## src/rtl/tccp_pkg.sv

```systemverilog
// Package: shared types for the timer capture/compare channel.
// Holds the configuration layout and the decoded channel function.
package tccp_pkg;

    typedef struct packed {
        logic       msb;  // buffered compare select
        logic       msa;  // compare select / preset level
        logic [1:0] els;  // edge or action code
    } tccp_cfg_t;

    typedef enum logic [1:0] {
        CH_OFF     = 2'd0,
        CH_CAPTURE = 2'd1,
        CH_CMP     = 2'd2,
        CH_CMP_BUF = 2'd3
    } tccp_mode_e;

    // Turn the stored configuration into one channel function.
    function automatic tccp_mode_e tccp_decode(input tccp_cfg_t c);
        if (c.els == 2'b00)  return CH_OFF;
        else if (c.msb)      return CH_CMP_BUF;
        else if (c.msa)      return CH_CMP;
        else                 return CH_CAPTURE;
    endfunction

endpackage

```

## src/rtl/tccp_edge_sync.sv

```systemverilog
// Module: input synchroniser and edge detector.
// Passes the asynchronous pin through STAGES flops and compares the last
// synchronised sample with the one before it. It assumes STAGES >= 2.
// Edges appear STAGES cycles after the pin changes.
module tccp_edge_sync #(
    parameter int STAGES = 2
) (
    input  logic clk,
    input  logic rst_n,
    input  logic pin_i,
    output logic rise_o,
    output logic fall_o
);
    localparam int CHAIN_W = STAGES + 1;

    logic [CHAIN_W-1:0] chain_q;

    // Shift the pin sample along the chain, one extra stage for history.
    always_ff @(posedge clk) begin
        if (!rst_n) chain_q <= '0;
        else        chain_q <= {chain_q[CHAIN_W-2:0], pin_i};
    end

    // Compare the synchronised sample with the previous one.
    always_comb begin
        rise_o = chain_q[STAGES-1] & ~chain_q[STAGES];
        fall_o = ~chain_q[STAGES-1] & chain_q[STAGES];
    end

    // a rising edge is a one-cycle pulse
    assert_rise_single_R5: assert property (@(posedge clk) disable iff (!rst_n)
        rise_o |=> !rise_o);
    // a falling edge is a one-cycle pulse
    assert_fall_single_R5: assert property (@(posedge clk) disable iff (!rst_n)
        fall_o |=> !fall_o);

endmodule

```

## src/rtl/tccp_cmp_store.sv

```systemverilog
// Module: channel register pair.
// Holds the active value, which is used for compare and loaded by capture,
// and a shadow used in buffered mode. Every register write also lands in the
// shadow, so entering buffered mode keeps the active value.
module tccp_cmp_store #(
    parameter int W = 16
) (
    input  logic         clk,
    input  logic         rst_n,
    input  logic         wr_en_i,
    input  logic [W-1:0] wr_data_i,
    input  logic         buffered_i,
    input  logic         load_i,
    input  logic         cap_en_i,
    input  logic [W-1:0] cap_val_i,
    output logic [W-1:0] active_o
);
    logic [W-1:0] shadow_q;
    logic [W-1:0] active_q;

    // Shadow copy of the last register write.
    always_ff @(posedge clk) begin
        if (!rst_n)       shadow_q <= '0;
        else if (wr_en_i) shadow_q <= wr_data_i;
    end

    // Active value: capture, then a direct write, then the buffered load.
    always_ff @(posedge clk) begin
        if (!rst_n)                      active_q <= '0;
        else if (cap_en_i)               active_q <= cap_val_i;
        else if (wr_en_i && !buffered_i) active_q <= wr_data_i;
        else if (buffered_i && load_i)   active_q <= shadow_q;
    end

    assign active_o = active_q;

    // the shadow moves into the active value at a period start
    assert_shadow_load_R9: assert property (@(posedge clk) disable iff (!rst_n)
        (buffered_i && load_i && !cap_en_i) |=> (active_o == $past(shadow_q)));
    // a buffered write alone leaves the active value untouched
    assert_buf_hold_R9: assert property (@(posedge clk) disable iff (!rst_n)
        (buffered_i && wr_en_i && !load_i && !cap_en_i) |=> $stable(active_o));

endmodule

```

## src/rtl/tccp_out_ctl.sv

```systemverilog
// Module: output level control.
// Holds the channel output level. When parked it follows the preset level.
// In compare modes it applies the match action, and on a period start it
// applies the opposite of that action. A match wins over the period start.
module tccp_out_ctl
    import tccp_pkg::*;
(
    input  logic       clk,
    input  logic       rst_n,
    input  tccp_mode_e mode_i,
    input  logic [1:0] els_i,
    input  logic       msa_i,
    input  logic       match_i,
    input  logic       ovf_i,
    output logic       level_o
);
    logic lvl_q;
    logic is_cmp;

    assign is_cmp = (mode_i == CH_CMP) || (mode_i == CH_CMP_BUF);

    // Next output level from the mode, the match and the period start.
    always_ff @(posedge clk) begin
        if (!rst_n) begin
            lvl_q <= 1'b1;
        end else if (mode_i == CH_OFF) begin
            lvl_q <= ~msa_i;
        end else if (is_cmp) begin
            if (match_i) begin
                case (els_i)
                    2'b01:   lvl_q <= ~lvl_q;
                    2'b10:   lvl_q <= 1'b0;
                    2'b11:   lvl_q <= 1'b1;
                    default: lvl_q <= lvl_q;
                endcase
            end else if (ovf_i) begin
                case (els_i)
                    2'b10:   lvl_q <= 1'b1;
                    2'b11:   lvl_q <= 1'b0;
                    default: lvl_q <= lvl_q;
                endcase
            end
        end
    end

    assign level_o = lvl_q;

    // a parked channel shows the preset level one clock later
    assert_off_level_R2: assert property (@(posedge clk) disable iff (!rst_n)
        (mode_i == CH_OFF) |=> (level_o == !$past(msa_i)));
    // a period start without a match sets the output in clear mode
    assert_ovf_set_R8: assert property (@(posedge clk) disable iff (!rst_n)
        (is_cmp && ovf_i && !match_i && els_i == 2'b10) |=> level_o);
    // capture mode never moves the output
    assert_cap_hold_R6: assert property (@(posedge clk) disable iff (!rst_n)
        (mode_i == CH_CAPTURE) |=> $stable(level_o));

endmodule

```

## src/rtl/tccp_channel.sv

```systemverilog
// Module: timer capture/compare/PWM channel, top level.
// Stores the configuration (mode bits are written only while the timer is
// halted), decodes the channel function, and joins the input synchroniser,
// the register pair and the output control. It raises the event flag on
// captures and matches. It assumes ovf_i is high while cnt_i is zero.
module tccp_channel
    import tccp_pkg::*;
#(
    parameter int CNT_W       = 16,
    parameter int SYNC_STAGES = 2
) (
    input  logic             clk,
    input  logic             rst_n,
    input  logic [CNT_W-1:0] cnt_i,
    input  logic             ovf_i,
    input  logic             halt_i,
    input  logic             pin_i,
    input  logic             cfg_we_i,
    input  logic [3:0]       cfg_wdata_i,
    input  logic             reg_we_i,
    input  logic [CNT_W-1:0] reg_wdata_i,
    input  logic             flag_clr_i,
    output logic             pin_o,
    output logic             pin_own_o,
    output logic [CNT_W-1:0] chreg_o,
    output logic             flag_o,
    output logic [3:0]       cfg_o
);
    tccp_cfg_t        cfg_q;
    tccp_mode_e       mode;
    logic             rise, fall, cap_hit, match, flag_q;
    logic [CNT_W-1:0] active;

    // Configuration: edge bits always writable, mode bits only when halted.
    always_ff @(posedge clk) begin
        if (!rst_n) begin
            cfg_q <= '0;
        end else if (cfg_we_i) begin
            cfg_q.els <= cfg_wdata_i[1:0];
            if (halt_i) begin
                cfg_q.msa <= cfg_wdata_i[2];
                cfg_q.msb <= cfg_wdata_i[3];
            end
        end
    end

    // Decode the channel function from the stored configuration.
    always_comb mode = tccp_decode(cfg_q);

    tccp_edge_sync #(.STAGES(SYNC_STAGES)) u_sync (
        .clk    (clk),
        .rst_n  (rst_n),
        .pin_i  (pin_i),
        .rise_o (rise),
        .fall_o (fall)
    );

    // Select the capture edges from the edge code.
    always_comb begin
        cap_hit = (mode == CH_CAPTURE) &&
                  ((cfg_q.els[0] && rise) || (cfg_q.els[1] && fall));
    end

    tccp_cmp_store #(.W(CNT_W)) u_store (
        .clk        (clk),
        .rst_n      (rst_n),
        .wr_en_i    (reg_we_i),
        .wr_data_i  (reg_wdata_i),
        .buffered_i (mode == CH_CMP_BUF),
        .load_i     (ovf_i),
        .cap_en_i   (cap_hit),
        .cap_val_i  (cnt_i),
        .active_o   (active)
    );

    // Compare the counter with the active value in compare modes.
    always_comb begin
        match = ((mode == CH_CMP) || (mode == CH_CMP_BUF)) && (cnt_i == active);
    end

    tccp_out_ctl u_out (
        .clk     (clk),
        .rst_n   (rst_n),
        .mode_i  (mode),
        .els_i   (cfg_q.els),
        .msa_i   (cfg_q.msa),
        .match_i (match),
        .ovf_i   (ovf_i),
        .level_o (pin_o)
    );

    // Event flag: a new event beats a write-one clear.
    always_ff @(posedge clk) begin
        if (!rst_n)                flag_q <= 1'b0;
        else if (cap_hit || match) flag_q <= 1'b1;
        else if (flag_clr_i)       flag_q <= 1'b0;
    end

    assign flag_o    = flag_q;
    assign chreg_o   = active;
    assign cfg_o     = cfg_q;
    assign pin_own_o = (mode == CH_CMP) || (mode == CH_CMP_BUF);

    // the mode bits never change without the halt input
    assert_mode_hold_R3: assert property (@(posedge clk) disable iff (!rst_n)
        !halt_i |=> (cfg_o[3:2] == $past(cfg_o[3:2])));
    // a match always leaves the flag set
    assert_flag_set_R7: assert property (@(posedge clk) disable iff (!rst_n)
        match |=> flag_o);
    // a clear with no new event drops the flag
    assert_flag_clr_R7: assert property (@(posedge clk) disable iff (!rst_n)
        (flag_clr_i && !match && !cap_hit) |=> !flag_o);
    // a capture loads the counter value into the channel register
    assert_capture_R5: assert property (@(posedge clk) disable iff (!rst_n)
        cap_hit |=> (chreg_o == $past(cnt_i)));

endmodule

```

## config.mk

```make
export PLATFORM = sky130hd
export DESIGN_NAME = tccp_channel
export DESIGN_NICKNAME = d
export VERILOG_FILES = /design/src/rtl/tccp_pkg.sv /design/src/rtl/tccp_edge_sync.sv /design/src/rtl/tccp_cmp_store.sv /design/src/rtl/tccp_out_ctl.sv /design/src/rtl/tccp_channel.sv
export SDC_FILE = /design/constraint.sdc
export NUM_CORES = 1
export LEC_CHECK = 0
export ABC_CLOCK_PERIOD_IN_PS = 3100
export BUFFER_PORTS_ARGS = -buffer_cell sky130_fd_sc_hd__buf_4
export CORE_UTILIZATION = 30
export CTS_BUF_LIST = sky130_fd_sc_hd__clkbuf_4 sky130_fd_sc_hd__clkbuf_8
export CTS_CLUSTER_DIAMETER = 100
export CTS_CLUSTER_SIZE = 10
export DETAILED_ROUTE_END_ITERATION = 6
export PLACE_DENSITY = 0.62
export SETUP_SLACK_MARGIN = 0.02
export SYNTH_ARGS = -nofsm -noshare
export SYNTH_HDL_FRONTEND = slang
export SYNTH_SLANG_ARGS = --single-unit
```

## constraint.sdc

```tcl
create_clock -name clk -period 3.1 [get_ports clk]
set_input_delay 0.31 -clock clk [delete_from_list [all_inputs] [get_ports clk]]
set_output_delay 0.31 -clock clk [all_outputs]
set_load 0.02 [all_outputs]
```

After elaboration in Yosys (flattened, before gate mapping). Index checks and enable logic that the tools add are counted. W data, S select, Z words.

Equality and inequality tests: 7. Mux-type cells: 14. Bitwise gates (word level): 6. Reduce and logical (&&, ||, !) cells: 20.

Operators by type and width (count): $mux W16 (3); $eq A16 B16 Y1 (1); $eq A2 B2 Y1 const B (4); $reduce_bool A4 Y1 (2); $logic_and A1 B1 Y1 (6); $mux W1 (6); $mux W2 (3); $reduce_bool A3 Y1 (2); $eq A2 B1 Y1 const B (2); $logic_not A2 Y1 (2); $not A1 Y1 (4); $reduce_and A4 Y1 (1); $reduce_bool A2 Y1 (2); $logic_or A1 B1 Y1 (3); $pmux W1 S3 (1); $and A1 B1 Y1 (2); $pmux W1 S2 (1); $reduce_and A2 Y1 (1); $logic_not A1 Y1 (1).

Bits in registers: 41. Input port bits: 44. Output and inout port bits: 23. Logic and storage cells: 55.

Depth between registers and ports, before layout.
Depth after elaboration: 9. Depth in mapped cells: 8. Mapped depth without buffers: 7.

Cells and area by module. A second synthesis with hierarchy kept.

Cell total of the unflattened synthesis: 211. Area, all modules: 2122.0 um2.

Modules (own cells, without submodules): tccp_cmp_store (times used 1, cells an instance 128, area an instance 1438.9 um2, seq. area each 640.6 um2); tccp_channel (times used 1, cells an instance 58, area an instance 461.7 um2, seq. area each 100.1 um2); tccp_out_ctl (times used 1, cells an instance 17, area an instance 130.1 um2, seq. area each 20.0 um2); tccp_edge_sync (times used 1, cells an instance 8, area an instance 91.3 um2, seq. area each 60.1 um2).

Least setup slack after synthesis. OpenSTA, ideal clock, no wires.

Path type: register to register. Start point: register cfg_q (netlist bit cfg_o[0]). End point: register u_out.lvl_q, in the netlist u_out.level_o. Setup time: 72 ps. Data arrival time: 2009 ps. Required time: 3028 ps. Setup slack: 1020 ps. Stages on the path, launching flop included: 8. Path buffers: 1. Clock period less this slack: 2080 ps. Path through: dfxtp_1 inv_1 ha_1 clkbuf_8 nor2_1 nand4_1 nor4_1 mux2i_1.

Word-level cells in the longest chain between the ends: 8. Elaborated cells on any way between the ends: 21. Classes of those cells: 5 x eq/ne; 7 x mux; 9 x reduce/logical.

Ends and longest elaborated chain: from (decl) (line tccp_channel.sv:29) `tccp_cfg_t cfg_q;`; $logic_not A2 Y1 * (line tccp_pkg.sv:20) `if (c.els == 2'b00) return CH_OFF;`; $mux W2 * (line tccp_pkg.sv:20); $eq A2 B2 Y1; $logic_or A1 B1 Y1 *; net pin_own_o (line tccp_channel.sv:24) `output logic pin_own_o,`; $logic_and A1 B1 Y1 (line tccp_channel.sv:78) `match = ((mode == CH_CMP) || (mode == CH_CMP_BUF)) && (cnt_i == active);`; $mux W1 (line tccp_out_ctl.sv:29) `if (match_i) begin`; $mux W1 (line tccp_out_ctl.sv:28) `end else if (is_cmp) begin`; $mux W1 (line tccp_out_ctl.sv:26) `end else if (mode_i == CH_OFF) begin`; to (signal assigned) (line tccp_out_ctl.sv:27) `lvl_q <= ~msa_i;`; to (signal assigned) (line tccp_out_ctl.sv:31) `2'b01: lvl_q <= ~lvl_q;`; to (signal assigned) (line tccp_out_ctl.sv:34) `default: lvl_q <= lvl_q;`; to (decl) (line tccp_out_ctl.sv:17) `logic lvl_q;`.

Mark *: on every way through the listed nets, which the timed path passes. The rest lies on a longest branch. The select of a mux whose other input is x is not followed. A chain may end at the register's enable or synchronous reset.

Worst setup path after layout.
Start point: register cfg_q (netlist bit cfg_o[0]). End point: register u_store.active_q[10], in the netlist u_store.active_o[10].

Word-level cells in the longest chain between the ends: 7. Elaborated cells on any way between the ends: 13. Classes of those cells: 2 x eq/ne; 3 x mux; 8 x reduce/logical.

Ends and longest elaborated chain: $logic_not A2 Y1 (line tccp_pkg.sv:20); $mux W2 (line tccp_pkg.sv:20); $eq A2 B2 Y1 (line tccp_channel.sv:69) `.buffered_i (mode == CH_CMP_BUF),`; $logic_not A1 Y1 (line tccp_cmp_store.sv:31) `else if (wr_en_i && !buffered_i) active_q <= wr_data_i;`; $logic_and A1 B1 Y1 (line tccp_cmp_store.sv:31); $mux W16 (line tccp_cmp_store.sv:31); $mux W16 (line tccp_cmp_store.sv:30) `else if (cap_en_i) active_q <= cap_val_i;`; to (signal assigned) (line tccp_cmp_store.sv:30); to (signal assigned) (line tccp_cmp_store.sv:31); to (signal assigned) (line tccp_cmp_store.sv:32) `else if (buffered_i && load_i) active_q <= shadow_q;`; to (decl) (line tccp_cmp_store.sv:19) `logic [W-1:0] active_q;`.

Several ways; a longest one is shown, not always the timed one.

==> results.md <==
Synthesis:
- The cell count after synthesis came out at 240.
- The synthesized area per cell is around 9.5 um^2.
- Of all flip-flops after synthesis, the portion carrying an async set or reset was 0%.
- The net count of the mapped netlist is around 290.
- The post-synthesis instance area is ~2300 um^2.
- The number of enable-type register cells in the synthesized netlist is 0.
- For this run, the number of Yosys warnings is 0.
- For this run, the leading register cell type out of synthesis is dfxtp_1.
- The number of different library cells used by synthesis comes to 38.
- The synthesized design contains between 40 and 50 register bits.
- For this run, the register share of the synthesized area comes to a little over a third.

Timing:
- The worst hold-check slack is approximately 0.23 ns.
- Setup repair after global routing left no endpoint under its margin.
- The max-slew headroom at the worst pin is 31.70%.
- The final worst setup slack is around 0.87 ns.
- The worst path uses around 72% of the clock period.
- Setup violations remaining at the end of the flow were counted as 0.
- The setup skew after layout is around 0.005 ns.
- For the pin with the worst max-slew slack, the measured transition is about 1.0 ns.
- Derived from the worst setup path, the maximum achievable clock frequency is 0.4475 GHz.
- The final critical-path required period is 2.235 ns.
- Adding up every negative setup slack in the final design gives 0 ns.
- The final count of pins violating max slew is 0.
- The number of hold violations in the final report came to 0.

Global routing:
- In the global route stage, overall resource usage came out at a little over an eighth.
- The global route total overflow is 0.
- The first global-routing pass estimated around 8.0 mm of wire.
- The initial antenna violation count is 0.
- Entering global routing, the biggest net connects 42 pins.
- The via count of the first global-routing pass came to about 1,600.

Setup path:
- The critical path startpoint is cfg_o[0]$_SDFFE_PN0P_.
- STA puts the critical path data arrival time at between 2 and 2.5 ns.
- The setup slack of the worst register-to-register path is 0.87 ns.
- The worst-case reg-to-reg path depth is 6.
- The required arrival time at the worst endpoint is approximately 3.3 ns.
- The endpoint of the most critical register-to-register path is u_store.active_o[10]$_SDFFE_PN0P_.
- Traced cell by cell, the critical path runs through inv_1, ha_1, a2111o_1, nor2_1, a211o_1, a21boi_2.
- The origin of the critical flop-to-flop path is cfg_o[0]$_SDFFE_PN0P_.
- The type of the worst setup path is reg -> reg.
- The critical-path cell with the highest stage delay is a2111o_1.
- STA classifies the critical path startpoint as a flip-flop.
- The largest single stage delay on the critical path is between 0.8 and 0.9 ns.
- The biggest fanout along the worst timing path is 33.
- The sort of element at the end of the critical path is a flip-flop.

Power and ir drop:
- The total power is around 1.2 mW.
- The leakage power figure is ~1.2 nW.
- The worst-case IR drop observed on VDD is between 0.0002 and 0.00025 V.
- The ratio of total power to cell area is roughly 420 nW/um^2.

Floorplanning:
- In this run the standard cell core region covers between 7000 and 8000 um^2.
- The height of the die is between 80 and 90 um.
- The initial standard-cell utilization of the core is 31.23%.
- Measured along the x axis, the die boundary spans 89.13 um.
- The die covers just under 8000 um^2.
- between 60 and 70 I/O pins were placed.
- The number of rows created at floorplan is 31.

Drt:
- After detailed routing, the average wire length per cell comes to 12.85 um.
- The post-route DRC violation count is 0.
- The pre-antenna-repair detailed-routing pass consisted of 4 iterations.
- In the routed layout, each cell is associated on average with a via count of about 4.6.
- The wire length after detailed routing is between 5 and 6 mm.
- The via total after detailed routing is approximately 1,800.
- Once detail routing completed, the nets flagged for antenna violations numbered 0.
- The number of design-rule violations left by the first detailed-router iteration is 92.

Final layout:
- The final antenna diode count is 0.
- Fill cells in the final layout number 775.
- The post-route netlist has between 20% and 30% of its cells at a drive strength greater than 1.
- The area growth from synthesis to layout is 27.80%.
- The area of all placed cells without fillers is 2910 um^2.
- Cells fill about two fifths of the core in the end.
- The layout net count is approximately 350.
- The finished layout holds 399 standard cells, fillers aside.

Hold path:
- The type of the tightest min-delay check is in -> reg.
- The startpoint of the worst hold path is pin_i.
- Counting instances, the worst hold path has a depth of 2.
- For hold timing, the worst endpoint is u_sync.chain_q[0]$_SDFF_PN0_.

Clock network:
- The number of instances resized during post-cts repair is 0.
- In this run, CTS created clock tree buffers numbering 5.
- Clock latency on the worst-skew pair, taken at its later pin, is about 0.29 ns.
- Buffers added to address setup during post-CTS repair amount to 0.
- For this design, the sink count on the clock tree is between 40 and 50.
- The clock tree synthesis step divided the H-tree into 2 levels.
- The number of hold buffers added after cts is 0.
- TritonCTS built the clock tree.
- Clock tree synthesis selected as its root buffer the cell clkbuf_8.
- The clock-pin transition on the worst setup and hold timing paths is 0.07 ns.
- The worst-case clock buffer depth is 2.

Placed design:
- Detailed placement ended at an HPWL of 3.719 mm.
- The placer congestion estimate is 0.7923.
- In this run the tool buffered the top-level ports with 66 buffer cells.
- The number of instances in the placed design is just under 400.
- In this run the cell area measured after placement is approximately 2800 um^2.
- The setup slack after placement is slightly below 0.9 ns.

Run:
- Max-cap violations in this run came to 0.

Outcome:
- The run finished with clean final reports.
==> worst max path at each step <==
| stage | slack, ns | end |
|---|---|---|
| final | 0.87 | u_store.active_o[10]$_SDFFE_PN0P_ |
| after global routing | 0.62 | flag_o$_SDFFE_PN0P_ |
| after CTS | 0.86 | u_store.active_o[10]$_SDFFE_PN0P_ |
| after floorplan | 1.02 | u_out.level_o$_SDFFE_PN1P_ |
| after detailed placement | 0.88 | u_store.active_o[8]$_SDFFE_PN0P_ |
| after global placement | 0.92 | u_store.active_o[6]$_SDFFE_PN0P_ |
==> cells in the mapped netlist (2+ instances only) <==
library cell / n / share of area, %
nand4_1: 2 / 0.55
a21boi_0: 2 / 0.66
o21ai_0: 3 / 0.66
a211o_1: 16 / 6.2
a21boi_2: 10 / 4.9
buf_2: 6 / 1.3
clkbuf_1: 5 / 0.82
a21boi_1: 6 / 2.0
and2_1: 3 / 0.82
a21oi_1: 3 / 0.66
nand2_1: 20 / 3.3
inv_1: 4 / 0.66
nor2b_1: 19 / 5.2
nor2_1: 22 / 3.6
nand3b_1: 2 / 0.66
xnor2_1: 12 / 4.6
dfxtp_1: 41 / 36
ha_1: 3 / 1.6
nand3_1: 4 / 0.88
mux2i_1: 35 / 15
xor2_1: 4 / 1.5
nor4_1: 2 / 0.55
==> cells in the final DEF (no fill, tap or decap), types with 3 or more instances in the layout <==
cell type,count
nand2_1,20
buf_4,67
nor2b_1,19
a211o_1,16
dfxtp_1,41
xor2_1,4
xnor2_1,12
nor2_1,22
and2_1,3
a21boi_1,6
clkbuf_8,7
a21boi_2,10
ha_1,3
inv_1,4
o21ai_0,3
a21oi_1,3
mux2i_1,35
nand3_1,4
==> routing by layer <==
metal	vias to the layer above	share of wire [%]	GRT usage, %
li1	950	-	-
met1	828	45	17.72
met2	35	47	20.33
met3	8	5.2	4.247
met4	0	1.9	5.628
met5	-	0	0
==> final cells by class <==
type                    instances  area, um^2  share of cell area (%)
clock inverters                 1       5.005                  0.1720
inverters                       5       18.77                  0.6449
repair buffers                 67       503.0                   17.28
well taps                      99       123.9                   4.256
multi-input cells             179        1343                   46.13
clock buffers                   7       96.34                   3.310
flip-flops and latches         41       820.8                   28.20
==> power breakdown <==
part | switching, mW | internal [mW] | total (mW)
clock network | 0.182 | 0.201 | 0.383
registers | 0.0253 | 0.556 | 0.582
logic | 0.120 | 0.132 | 0.252
==> flip-flops by register name (all words and copies together) (netlist names) <==
signal            cells
cfg_o                 4
u_store.shadow_q     16
flag_o                1
u_store.active_o     16
u_sync.chain_q        3
u_out.level_o         1
==> cells by family after synthesis <==
group | Yosys count | synth area share [%]
AND/OR/NAND/NOR | 77 | 16.48
AO/OA/AOI/OAI | 48 | 18.85
flip-flops | 41 | 36.04
multiplexers | 35 | 15.38
buffers and inverters | 20 | 5.439
XOR/XNOR | 16 | 6.154
adder cells (fa/ha/maj) | 3 | 1.649
==> critical path: cells and delay by family, from the launching register on <==
kind	cells	cell delay [ns]
AOI/OAI and AO/OA	3	1.24
adders and majority gates	1	0.37
DFF	1	0.36
buffers and inverters	1	0.10
and+or+nand+nor	1	0.09
Power figures use the tool's default switching activity.
